[config.mk]
export PLATFORM = sky130hd
export DESIGN_NAME = cal_sum_acc
export DESIGN_NICKNAME = d
export VERILOG_FILES = /design/src/rtl/cal_sum_acc.sv
export SDC_FILE = /design/constraint.sdc
export NUM_CORES = 1
export LEC_CHECK = 0
export CAP_MARGIN = 20
export CORE_ASPECT_RATIO = 1.4
export CORE_UTILIZATION = 30
export CTS_BUF_LIST = sky130_fd_sc_hd__clkbuf_16
export CTS_CLUSTER_SIZE = 28
export DETAILED_ROUTE_END_ITERATION = 10
export GPL_ROUTABILITY_DRIVEN = 0
export HOLD_SLACK_MARGIN = 0.03
export SYNTH_ARGS = -nofsm -noshare
export SYNTH_HDL_FRONTEND = slang
export SYNTH_SLANG_ARGS = --single-unit
[constraint.sdc]
create_clock -name clk -period 3.18 [get_ports clk]
set_input_delay 0.477 -clock clk [delete_from_list [all_inputs] [get_ports clk]]
set_output_delay 0.477 -clock clk [all_outputs]
set_load 0.005 [all_outputs]
[src/rtl/cal_sum_acc.sv]
module cal_sum_acc #(
  parameter int DATA_W = 8
) (
  input  logic              clk,
  input  logic              rst_n,
  input  logic              vld_i,
  input  logic              first_i,
  input  logic              last_i,
  input  logic [DATA_W-1:0] data_i,
  input  logic [DATA_W-1:0] stored_i,
  output logic              done_o,
  output logic              mismatch_o
);
  logic [DATA_W-1:0] acc_q, acc_d;
  logic              pend_q, pend_d;

  // next state
  always_comb begin
    acc_d  = acc_q;
    pend_d = 1'b0;
    if (vld_i) begin
      acc_d  = first_i ? data_i : DATA_W'(acc_q + data_i);
      pend_d = last_i;
    end
  end

  // registers
  always_ff @(posedge clk or negedge rst_n) begin
    if (!rst_n) begin
      acc_q  <= '0;
      pend_q <= 1'b0;
    end else begin
      pend_q <= pend_d;
      if (vld_i) acc_q <= acc_d;
    end
  end

  assign done_o     = pend_q;
  assign mismatch_o = pend_q && (acc_q != stored_i);

  a_r1_first_restarts: assert property (@(posedge clk) disable iff (!rst_n)
    (vld_i && first_i) |=> (acc_q == $past(data_i)));
  a_r4_idle_holds_sum: assert property (@(posedge clk) disable iff (!rst_n)
    !vld_i |=> $stable(acc_q));
  a_r2_done_follows_last: assert property (@(posedge clk) disable iff (!rst_n)
    (vld_i && last_i) |=> done_o);
  a_r2_done_needs_last: assert property (@(posedge clk) disable iff (!rst_n)
    !(vld_i && last_i) |=> !done_o);
endmodule

==> Word level (Yosys, flattened, before mapping) <==
Index checks and enable logic that the tools add are counted.
{ "op_classes": {"muxes": 2, "eq_ne": 1, "n_reduce_logical": 1, "add_sub_neg": 1} }
{ "ops": {"columns": ["cell", "count"], "rows": [
  ["adder 8 bit", 1],
  ["two-way mux 8 bit", 1],
  ["inequality test 8 bit", 1],
  ["logical AND 1 bit", 1],
  ["two-way mux 1 bit", 1]
]} }
{ "word_totals": {"inputBits": 21, "out_inout_bits": 2, "ff_bits": 9} }

==> Longest topological paths before layout <==
Gate-level depths: netlist (run 1).
{ "depth": {"word_depth": 2, "mapped_depth": 9} }

==> Least setup slack after synthesis (run 1) <==
No wires, ideal clock.
{ "synth_timing": {"kind": "input -> register", "from": "in data_i[0]", "to": "reg acc_q[6]", "setup_time_ps": 96, "path_slack_ps": 1341, "path_buffers": 0, "t_arrival_ps": 1743, "cell_stages": 9, "cell_sequence": "ha_1 > inv_1 > fa_1 > nor2b_1 > o21ai_0 > nand2b_1 > a31oi_1 > xor2_1 > o31ai_1"} }
{ "synth_via": {"elab_chain_cells": 2} }
{ "synth_rtl": {"columns": ["item", "line", "text"], "rows": [
  ["from (decl)", "9", "input logic [DATA_W-1:0] data_i,"],
  ["adder 8 bit", "22", "acc_d = first_i ? data_i : DATA_W'(acc_q + data_i);"],
  ["two-way mux 8 bit", "22", null],
  ["to (signal assigned)", "30", "acc_q <= '0;"],
  ["to (signal assigned)", "34", "if (vld_i) acc_q <= acc_d;"],
  ["to (decl)", "14", "logic [DATA_W-1:0] acc_q, acc_d;"]
]} }
No other way between the ends.
A chain may end at the register's enable or synchronous reset.

==> Worst setup path after layout (run 1) <==
{ "layout_timing": {"from": "in stored_i[7]", "to": "out mismatch_o"} }
{ "layout_via": {"elab_chain_cells": 2} }
{ "layout_rtl": {"columns": ["item", "line", "text"], "rows": [
  ["from (decl)", "10", "input logic [DATA_W-1:0] stored_i,"],
  ["inequality test 8 bit", "39", "assign mismatch_o = pend_q && (acc_q != stored_i);"],
  ["logical AND 1 bit", "39", null],
  ["to (decl)", "12", "output logic mismatch_o"]
]} }
No other way between the ends.

==> impl_metrics.py, run 1 <==
metrics = {
    "status": {
        "outcome": "finished, final reports clean",
    },
    "global_route": {
        "grt_overflow": 0,
        "grt_pass1_wl_mm": 2.82,
        "grt_max_degree": 18,
        "busiest_layer": "met2",
        "grt_usage": 0.134,
        "use_met3": 0.0434,
        "use_met2": 0.221,
        "grt_use_met1": 0.158,
        "grt_antenna_before_repair": 0,
        "grt_pass1_vias": 685,
    },
    "setup_path": {
        "crit_path_end_kind": "output port",
        "cp-start-kind": "input port",
        "r2r_slack_ps": 1310,
        "worstPathRequired_ps": 2700,
        "worstSetupPathType": "in -> out",
        "cp.arrival_ps": 1930,
        "cp_max_fo": 1,
    },
    "clock_network": {
        "post_cts_buffers": 0,
        "cts_made_buffers": 3,
        "htree_levels": 1,
        "ctsResizeCount": 0,
        "clkSinkCount": 9,
        "cts_hold_buf": 0,
        "clk_path_buf_depth": 2,
        "clkTransAtPathRegs_ps": 40,
        "clk_latency_ps": 230,
        "cts_tree": "done",
        "root_buffer": "clkbuf_16",
    },
    "finish": {
        "drive_gt1_frac": 0.0536,
        "area_delta_synth_final_pct": 42.1,
        "final_cell_count_no_fill": 146,
        "design_area_um2": 1110,
        "nets": 142,
        "num_antenna_cells": 0,
        "layout_commonest_cell": "clkdlybuf4s50_1",
        "final_cell_mix": "22 x clkdlybuf4s50_1, 13 x a21oi_1, 11 x xor2_1, 9 x nor2_1, 9 x dfrtp_1",
        "fillers": 248,
        "utilization": 0.456,
    },
    "detailed_routing": {
        "drcViolationCount": 0,
        "vias_per_cell": 4.61,
        "wl_per_cell_um": 11.4,
        "ant_nets": 0,
        "vias": 673,
        "first_pass_iters": 4,
        "drtIter0Drc": 10,
        "totalWireLength_mm": 1.66,
    },
    "place": {
        "dp_cells": 142,
        "io_buffers": 22,
        "dp_hpwl_mm": 1.35,
        "post-place-ws_ps": 731,
        "placed_cell_area_um2": 1040,
    },
    "timing": {
        "relSlewSlack": 0.641,
        "fin_ws_ps": 771,
        "max_freq_ghz": 0.415,
        "min_period_ps": 2410,
        "worstMarginPinSlew_ps": 536,
        "rsz0062_at_grt": "false",
        "finalSetupViolCount": 0,
        "fin_setup_tns_ps": 0,
        "whs_ps": 548,
        "fin_crit_sh": 0.758,
        "fin_worst_skew_ps": 0.612,
        "final_max_slew_viol_count": 0,
        "hold_violations": 0,
    },
    "synth": {
        "yosys_register_bits": 9,
        "syn_nets": 118,
        "synth_top_area_frac": 0.287,
        "yosysTopAreaCell": "dfrtp_1",
        "syn_area_um2": 785,
        "avgSynthCellArea_um2": 8.81,
        "synth_cell_type_count": 32,
        "synth.area.top_cells": "dfrtp_1 29%, xor2_1 12%, ha_1 11%",
        "ys_seq_area_frac": 0.287,
        "synthCells": 89,
        "yosys_warnings": 0,
    },
    "floorplan": {
        "die_h_um": 62.5,
        "num_rows": 21,
        "die_w_um": 45.2,
        "io_pins": 23,
        "coreArea_um2": 2440,
        "start_util": 0.321,
        "dieArea_um2": 2830,
    },
    "pwr": {
        "p_leak_nw": 0.494,
        "peakVddDrop_v": 0.000323,
        "power_mw": 0.628,
        "powerDensity_nw_per_um2": 564,
    },
    "run": {
        "drv_cap": 0,
    },
    "worst_hold_path": {
        "hold_class": "in -> async",
    },
}
-- where the power goes --
group	leakage [nW]	internal, mW	switching [mW]	total, mW
combinational	0.347	0.126	0.114	0.240
clock	0.0423	0.164	0.0518	0.216
sequential	0.104	0.142	0.0310	0.173
-- Yosys cell counts, drive strengths merged --
cell type / instances
clkbuf: 2
nor3b: 1
nand2b: 1
and3: 1
a21oi: 14
o31a: 1
or2: 2
nand2: 2
ha: 7
and2: 1
buf: 1
o21ai: 1
nor3: 1
mux2i: 3
a31oi: 1
o31ai: 1
a21boi: 1
xnor2: 1
nand4b: 2
nor2b: 2
a211oi: 2
xor2: 11
o21bai: 1
dfrtp: 9
fa: 1
nor4: 2
a21o: 3
inv: 5
nor2: 9
-- worst paths after layout --
kind	startpoint	end	cells after the start
max	stored_i[7]	mismatch_o	5
min	rst_n	acc_q[7]$_DFFE_PN0P_	1
max reg2reg	acc_q[0]$_DFFE_PN0P_	acc_q[6]$_DFFE_PN0P_	9
min reg2reg	acc_q[6]$_DFFE_PN0P_	acc_q[6]$_DFFE_PN0P_	2
max in group asynchronous	rst_n	acc_q[0]$_DFFE_PN0P_	1
min in group clk	acc_q[6]$_DFFE_PN0P_	acc_q[6]$_DFFE_PN0P_	2
-- routing by layer --
metal / part of all wire / vias up
met5: 0 / -
met4: 0.0084 / 0
met3: 0.040 / 2
met2: 0.51 / 16
met1: 0.44 / 293
li1: - / 362
-- state kept, by name, indices dropped and copies added, names as in the netlist --
signal,count
acc_q,8
done_o,1
-- cell families (layout without fill, tap and decap cells) --
| family | Yosys count | count (layout) | share of synthesized area |
|---|---|---|---|
| AOI/OAI and AO/OA | 25 | 25 | 0.203 |
| buffers and inverters | 8 | 31 | 0.0383 |
| muxes | 3 | 3 | 0.0383 |
| adders and majority gates | 8 | 8 | 0.137 |
| and+or+nand+nor | 24 | 24 | 0.163 |
| xor gates and xnor gates | 12 | 12 | 0.134 |
| DFF | 9 | 9 | 0.287 |
-- cell type report --
cell class,instances,area (um^2),area share
Tap cell,34,42.5,0.0382
Clock inverter,1,3.75,0.00337
Clock buffer,3,75.1,0.0673
Inverter,5,18.8,0.0168
Sequential cell,9,225,0.202
Timing Repair Buffer,22,220,0.198
Multi-Input combinational cell,72,529,0.475
-- worst max-delay path, stage by stage --
cell	delay [ps]
clkdlybuf4s50_1	410
xor2_1	170
nor4_1	290
a21boi_0	120
clkdlybuf4s50_1	460
Note: power is estimated with default switching activity, not from simulation.
==> inputs of run 2 (changes only) <==
==> constraint.sdc (replaced) <==
create_clock -name clk -period 2.1 [get_ports clk]
set_input_delay 0.315 -clock clk [delete_from_list [all_inputs] [get_ports clk]]
set_output_delay 0.315 -clock clk [all_outputs]
set_load 0.005 [all_outputs]
==> impl_metrics.py, run 2 (synthesis gave the netlist of run 1 again) <==
metrics = {
    "status": {
        "outcome": "finished, final reports clean",
    },
    "global_route": {
        "grt_max_degree": 17,
        "grt_pass1_vias": 711,
        "grt_overflow": 0,
        "grt_usage": 0.144,
        "grt_pass1_wl_mm": 2.95,
        "grt_antenna_before_repair": 0,
    },
    "detailed_routing": {
        "vias": 714,
        "drcViolationCount": 0,
        "wl_per_cell_um": 12.0,
        "first_pass_iters": 4,
        "vias_per_cell": 4.73,
        "totalWireLength_mm": 1.81,
        "ant_nets": 0,
        "drtIter0Drc": 20,
    },
    "clock_network": {
        "htree_levels": 1,
        "clk_path_buf_depth": 2,
        "cts_made_buffers": 3,
        "clk_latency_ps": 230,
        "cts_hold_buf": 0,
        "clkSinkCount": 9,
        "cts_tree": "done",
        "clkTransAtPathRegs_ps": 40,
        "root_buffer": "clkbuf_16",
    },
    "setup_path": {
        "crit_path_end_kind": "register",
        "cpMaxStageDelayCell": "clkdlybuf4s50_1",
        "crit_buf_inv": 1,
        "cp-start-kind": "input port",
        "cp.arrival_ps": 2120,
        "worstSetupPathType": "in -> reg",
        "cp_max_fo": 3,
        "crit_path_max_incr_delay_ps": 430,
        "critPathTopFamily": "compound AO/OA/AOI/OAI gates",
        "worstPathRequired_ps": 2270,
        "crit_path_cell_trace": "clkdlybuf4s50_1 -> ha_1 -> a21o_1 -> a21oi_2 -> a21oi_1 -> or2_1 -> a211oi_2 -> o31a_1",
    },
    "timing": {
        "fin_setup_tns_ps": 0,
        "whs_ps": 391,
        "max_freq_ghz": 0.514,
        "final_max_slew_viol_count": 0,
        "min_period_ps": 1940,
        "fin_crit_sh": 0.926,
        "relSlewSlack": 0.710,
        "hold_violations": 0,
        "worstMarginPinSlew_ps": 434,
        "finalSetupViolCount": 0,
        "rsz0062_at_grt": "false",
        "fin_worst_skew_ps": 1.20,
    },
    "pwr": {
        "p_leak_nw": 0.550,
        "powerDensity_nw_per_um2": 845,
        "power_mw": 0.990,
        "peakVddDrop_v": 0.000445,
    },
    "floorplan": {
        "num_rows": 21,
        "die_w_um": 45.2,
        "start_util": 0.321,
        "dieArea_um2": 2830,
        "io_pins": 23,
        "coreArea_um2": 2440,
        "die_h_um": 62.5,
    },
    "finish": {
        "num_antenna_cells": 0,
        "layout_commonest_cell": "clkdlybuf4s50_1",
        "top_register": "acc_q",
        "fillers": 250,
        "largest_reg_flops": 8,
        "nets": 147,
        "utilization": 0.479,
        "final_cell_mix": "19 x clkdlybuf4s50_1, 12 x a21oi_1, 11 x xor2_1, 9 x nor2_1, 9 x dfrtp_1",
        "drive_gt1_frac": 0.128,
        "area_delta_synth_final_pct": 49.3,
    },
    "place": {
        "io_buffers": 22,
        "dp_hpwl_mm": 1.45,
    },
    "worst_hold_path": {
        "hold_class": "in -> async",
    },
    "run": {
        "drv_cap": 0,
    },
}
run 2: final cells by class:
class / instances / area, um^2 / share of cell area
multi-input combinational: 72 / 541 / 0.462
timing repair buffer: 27 / 265 / 0.226
sequential: 9 / 225 / 0.192
clock buffer: 3 / 75.1 / 0.0641
tap: 34 / 42.5 / 0.0363
inverter: 5 / 18.8 / 0.0160
clock inverter: 1 / 3.75 / 0.00321
run 2: final timing paths:
check | endpoint | slack (ps) | start | cells past startpoint
min in group clk | acc_q[0]$_DFFE_PN0P_ | 460 | data_i[0] | 3
max in group asynchronous | acc_q[6]$_DFFE_PN0P_ | 1410 | rst_n | 1
setup / recovery | acc_q[7]$_DFFE_PN0P_ | 160 | data_i[3] | 8
setup reg to reg | acc_q[6]$_DFFE_PN0P_ | 190 | acc_q[0]$_DFFE_PN0P_ | 9
hold reg to reg | acc_q[6]$_DFFE_PN0P_ | 570 | acc_q[6]$_DFFE_PN0P_ | 2
hold / removal | acc_q[7]$_DFFE_PN0P_ | 390 | rst_n | 1
run 2: stage by stage:
stage               area (um^2)  std cells  setup WS (ps)
floorplan                   785         89            362
global placement           1070        146           -146
detailed placement         1070        146           -233
CTS                        1140        150           11.9
global route               1170        151           35.9
finish                     1170        151            156
run 2: report_power, final:
| group | internal, mW | switching (mW) | leakage [nW] |
|---|---|---|---|
| logic | 0.211 | 0.182 | 0.403 |
| clock network | 0.249 | 0.0836 | 0.0423 |
| registers | 0.214 | 0.0491 | 0.104 |
| total | 0.675 | 0.315 | 0.550 |
run 2: repair_timing:
action / 4_1_cts / 5_1_grt
setup buffers: 0 / 1
endpoints found under the setup margin: 0 / 4
gates resized for setup: 0 / 8
run 2: per-layer routing:
| metal | vias to the layer above | global-route usage | part of all wire |
|---|---|---|---|
| met3 | 4 | 0.0260 | 0.036 |
| met5 | - | 0 | 0 |
| met4 | 0 | 0.0795 | 0.022 |
| met1 | 326 | 0.165 | 0.40 |
| met2 | 16 | 0.237 | 0.54 |
| li1 | 368 | - | - |
